**src/rtl/mlv_pkg.sv**
```systemverilog
package mlv_pkg;
    localparam int SEQ_LEN = 11;
    localparam int IDX_W   = $clog2(SEQ_LEN);

    typedef logic signed [2:0] lvl_t;
    typedef logic [IDX_W-1:0]  idx_t;
    typedef enum logic {ST_OFF, ST_RUN} st_t;

    // Staircase level in half-units for a step index.
    function automatic lvl_t step_level(idx_t i);
        lvl_t v;
        unique case (i)
            4'd0, 4'd4:  v = 3'sd1;
            4'd1, 4'd3:  v = 3'sd2;
            4'd2:        v = 3'sd3;
            4'd6, 4'd10: v = -3'sd1;
            4'd7, 4'd9:  v = -3'sd2;
            4'd8:        v = -3'sd3;
            default:     v = 3'sd0;
        endcase
        return v;
    endfunction

    // Start index of phase k: lag of round(k*SEQ_LEN/3) steps.
    function automatic int phase_start(int k);
        int off;
        off = (2 * k * SEQ_LEN + 3) / 6;
        return (SEQ_LEN - (off % SEQ_LEN)) % SEQ_LEN;
    endfunction
endpackage

```
**src/rtl/mlv_step_ctr.sv**
```systemverilog
module mlv_step_ctr
    import mlv_pkg::*;
#(
    parameter int START = 0
) (
    input  logic clk,
    input  logic rst,
    input  logic clear,
    input  logic adv,
    output idx_t idx
);
    localparam idx_t START_I = idx_t'(START);
    localparam idx_t LAST_I  = idx_t'(SEQ_LEN - 1);

    always_ff @(posedge clk) begin
        if (rst || clear)
            idx <= START_I;
        else if (adv)
            idx <= (idx == LAST_I) ? '0 : idx + idx_t'(1);
    end
endmodule

```
**src/rtl/mlv_bridge_enc.sv**
```systemverilog
module mlv_bridge_enc
    import mlv_pkg::*;
(
    input  logic       on,
    input  lvl_t       lvl,
    output logic [7:0] gate
);
    localparam logic [3:0] NIB_POS  = 4'b1001;
    localparam logic [3:0] NIB_NEG  = 4'b0110;
    localparam logic [3:0] NIB_ZERO = 4'b1100;

    logic       neg;
    logic [2:0] mag;

    always_comb begin
        neg = lvl[2];
        mag = neg ? 3'(-lvl) : 3'(lvl);
        if (!on) begin
            gate = 8'h00;
        end else begin
            gate[3:0] = mag[1] ? (neg ? NIB_NEG : NIB_POS) : NIB_ZERO;
            gate[7:4] = mag[0] ? (neg ? NIB_NEG : NIB_POS) : NIB_ZERO;
        end
    end
endmodule

```
**src/rtl/mlv_stair_seq.sv**
```systemverilog
module mlv_stair_seq
    import mlv_pkg::*;
#(
    parameter int NUM_PHASES = 3
) (
    input  logic                    clk,
    input  logic                    rst,
    input  logic                    en,
    input  logic                    tick,
    output logic [8*NUM_PHASES-1:0] gates,
    output logic [3*NUM_PHASES-1:0] levels
);
    st_t  state, state_nx;
    logic running;
    logic clear_idx;
    logic advance;

    always_comb begin
        unique case (state)
            ST_OFF:  state_nx = en ? ST_RUN : ST_OFF;
            ST_RUN:  state_nx = en ? ST_RUN : ST_OFF;
            default: state_nx = ST_OFF;
        endcase
    end

    always_ff @(posedge clk) begin
        if (rst)
            state <= ST_OFF;
        else
            state <= state_nx;
    end

    always_comb begin
        running   = (state == ST_RUN);
        clear_idx = !(running && en);
        advance   = running && en && tick;
    end

    for (genvar k = 0; k < NUM_PHASES; k++) begin : g_phase
        idx_t idx;
        lvl_t lvl;

        mlv_step_ctr #(.START(phase_start(k))) u_ctr (
            .clk   (clk),
            .rst   (rst),
            .clear (clear_idx),
            .adv   (advance),
            .idx   (idx)
        );

        assign lvl = running ? step_level(idx) : 3'sd0;
        assign levels[3*k+2:3*k] = lvl;

        mlv_bridge_enc u_enc (
            .on   (running),
            .lvl  (lvl),
            .gate (gates[8*k+7:8*k])
        );
    end
endmodule

```
**config.mk**
```make
export PLATFORM = sky130hd
export DESIGN_NAME = mlv_stair_seq
export DESIGN_NICKNAME = d
export VERILOG_FILES = /design/src/rtl/mlv_pkg.sv /design/src/rtl/mlv_step_ctr.sv /design/src/rtl/mlv_bridge_enc.sv /design/src/rtl/mlv_stair_seq.sv
export SDC_FILE = /design/constraint.sdc
export NUM_CORES = 1
export LEC_CHECK = 0
export CORE_ASPECT_RATIO = 1.5
export CORE_UTILIZATION = 25
export CTS_CLUSTER_DIAMETER = 60
export DETAILED_ROUTE_END_ITERATION = 10
export GPL_ROUTABILITY_DRIVEN = 0
export SLEW_MARGIN = 0
export SYNTH_ARGS = -nofsm -noshare
export SYNTH_HDL_FRONTEND = slang
export SYNTH_SLANG_ARGS = --single-unit
```
**constraint.sdc**
```tcl
create_clock -name clk -period 6.8 [get_ports clk]
set_input_delay 1.36 -clock clk [delete_from_list [all_inputs] [get_ports clk]]
set_output_delay 1.36 -clock clk [all_outputs]
set_load 0.1 [all_outputs]
```
==> summary.md <==
| Metric | Value |
|---|---|
| Bufs on Longest Clock Path | 2 |
| Cell with the most instances after synthesis | dfxtp_1 |
| Skew final | 4.781 ps |
| N_diodes | 0 |
| Worst setup margin | 2831 ps |
| DRC Markers | 0 |
| Peak Freq | 0.2519 GHz |
| Global-route wire length before repair | 6.499 mm |
| Cts repair resizes | 0 |
| Post-DP Area | 2082 µm² |
| Synth warn | 0 |
| WS Path Type | in2reg |
| Num CTS Buffers | 3 |
| PwrDens | 138.2 nW/µm² |
| Crit-path max cell delay | 600 ps |
| CP Max Fanout | 11 |
| RSZ-0062 raised after global routing | no |
| Critical path cell sequence | clkdlybuf4s50_1, nand2_1, nor2_1, o21ai_1, ha_1, nand4b_1, and3_1, a31oi_1, a32oi_1, o221ai_1 |
| Gr ovfl total | 0 |
| Core Rows | 36 |
| Final setup TNS | 0 ps |
| Fill cell count | 700 |
| Area contributors post-synth | dfxtp_1, ha_1, nor2b_1, inv_1, and2_1 |
| Static Leak | 0.0009101 µW |
| Area leader, netlist | dfxtp_1 |
| Yosys reg bits | 22 |
| GRT Overall Usage | 0.1097 |
| Layout Nets | 267 |
| Crit path DAT | 4150 ps |
| WP data required | 6980 ps |
| Critical Path Sink Type | flop |
| Max-cap violations | 0 |
| Post-DR wirelength/cell | 11.68 µm |
| Register area share after synthesis | 0.2609 |
| CTS tree | done |
| CP bufs+invs | 1 |
| Number of primary I/O pins | 37 |
| DRT antenna net count | 0 |
| Proportion of layout cells with a drive suffix above 1 | 0.04472 |
| Drt first pass iters | 4 |
| Final wirelength | 3.762 mm |
| Commonest cells post-synth | dfxtp_1, inv_1, nor2_1, nor2b_1 |
| Peak supply drop | 0.00007215 V |
| Clock sink count | 22 |
| Largest net degree at the start of global routing | 31 |
| Cells after Synth | 218 |
| Dpl ws | 2589 ps |
| Synthesized Nets | 238 |
| Setup Buffers After CTS | 0 |
| Mapped cell area | 1688 µm² |
| Hold Path Class | reg2reg |
| Starting density of the core | 0.2584 |
| Layout Utilization | 0.3272 |
| Final hold slack | 574.1 ps |
| Critical path's slowest cell | nor2_1 |
| Final worst path period share | 0.5837 |
| Synth Flop Type | dfxtp_1 |
| Cts hold-fix bufs | 0 |
| FFs w/ async S/R, synth | 0 |
| Routed via count | 1532 |
| Post-synth top area share | 0.2609 |
| H-tree depth | 1 |
| Reg clk slew, reported paths | 80 ps |
| Die Ht | 102.6 µm |
| Fin. Hold Viols | 0 |
| Root buf cell | clkbuf_8 |
| Die X | 69.09 µm |
| CP Launch Type | primary input |
| Die Footprint | 7091 µm² |
| Mean Syn Cell Area | 7.743 µm² |
| Slew HR | 0.3491 |
| Status | finished clean |
| Netlist cell types | 50 |
| P&R area growth vs syn | 26.61% |
| Later-pin clock latency in the skew report | 260 ps |
| Worst-margin pin slew | 973.3 ps |
| Initial DRC count | 15 |
| Antenna violations before repair | 0 |
| Number of port buffers | 36 |
| Critical path's top delay family | simple AND/OR/NAND/NOR gates |
| Slew Viols, Final | 0 |
| EDFF count, synth | 0 |
| Design area | 2137 µm² |
| Core Area | 6531 µm² |
| Vias in the first global route | 1458 |
| Final worst path period need | 3969 ps |
| Vias per cell | 4.758 |
| Hpwl dp | 2.901 mm |
| Final setup viols | 0 |
[worst register-to-register path: stages, from the launching register on]
cell and delay, ps:
dfxtp_1 820, nand2_1 130, nor2_1 600, o21ai_1 350
ha_1 410, nand4b_1 140, and3_1 240, a31oi_1 130
a32oi_1 80, o221ai_1 180
[through the flow]
step / std cells / total power, µW
CTS: 322 / 300.2
global route: 322 / 307.3
detailed placement: 318 / 204.0
finish: 322 / 295.3
floorplan: 218 / 189.0
global placement: 318 / 203.7
[layout by cell type (no fill, tap or decap), drive strengths merged, types with 2 or more instances in the layout]
cell type / netlist / final
o211ai: 2 / 2
clkdlybuf4s50: 0 / 36
o21ai: 14 / 14
and2: 11 / 11
nand4: 3 / 3
clkbuf: 6 / 4
dfxtp: 22 / 22
nor2: 17 / 17
xnor2: 3 / 3
o31ai: 2 / 2
and3b: 2 / 2
a21oi: 10 / 10
a31oi: 3 / 3
xor2: 5 / 5
nor3: 4 / 4
inv: 20 / 20
nor2b: 17 / 17
nand3: 7 / 7
and3: 6 / 6
a41oi: 2 / 2
nand2: 16 / 16
nor4b: 2 / 2
ha: 16 / 16
a21o: 2 / 2
[area by class of cell]
type | instances | area (µm²) | share of cell area
Clock buffer | 4 | 55.05 | 0.02576
Sequential cell | 22 | 440.4 | 0.2061
Timing Repair Buffer | 36 | 360.3 | 0.1686
Multi-Input combinational cell | 164 | 1111 | 0.5199
Tap cell | 76 | 95.09 | 0.04450
Inverter | 20 | 75.07 | 0.03513
[layer usage]
metal,GRT usage,up-vias,share of wire
met1,0.1196,684,0.45
met2,0.2114,45,0.50
li1,-,801,-
met4,0.04710,0,0.0080
met3,0.01466,2,0.039
met5,0,-,0
[kinds of logic after synthesis]
kind of cell,after synthesis,synth area share
AO/OA/AOI/OAI,48,0.1957
XOR/XNOR,8,0.04151
adder cells (fa/ha/maj),16,0.1186
buffers and inverters,32,0.08080
flip-flops,22,0.2609
multiplexers,1,0.006671
AND/OR/NAND/NOR,91,0.2958
[power by group]
group / internal [µW] / switching [µW] / leakage (µW)
combinational: 15.6 / 53.3 / 0.000704
clock: 51.6 / 43.2 / 0.0000288
sequential: 129 / 2.35 / 0.000178
total: 196 / 98.9 / 0.000910
[final timing paths]
path                                              from  endpoint  slack [ps]  cells past startpoint
hold reg to reg   g_phase[1].u_ctr.idx[3]$_SDFFE_PP0N_      flop         570                      1
setup reg to reg                    running$_SDFF_PP0_      flop        3640                      9
hold / removal    g_phase[1].u_ctr.idx[3]$_SDFFE_PP0N_      flop         570                      1
setup / recovery                                    en      flop        2830                     10
Note: power is estimated with default switching activity, not from simulation.
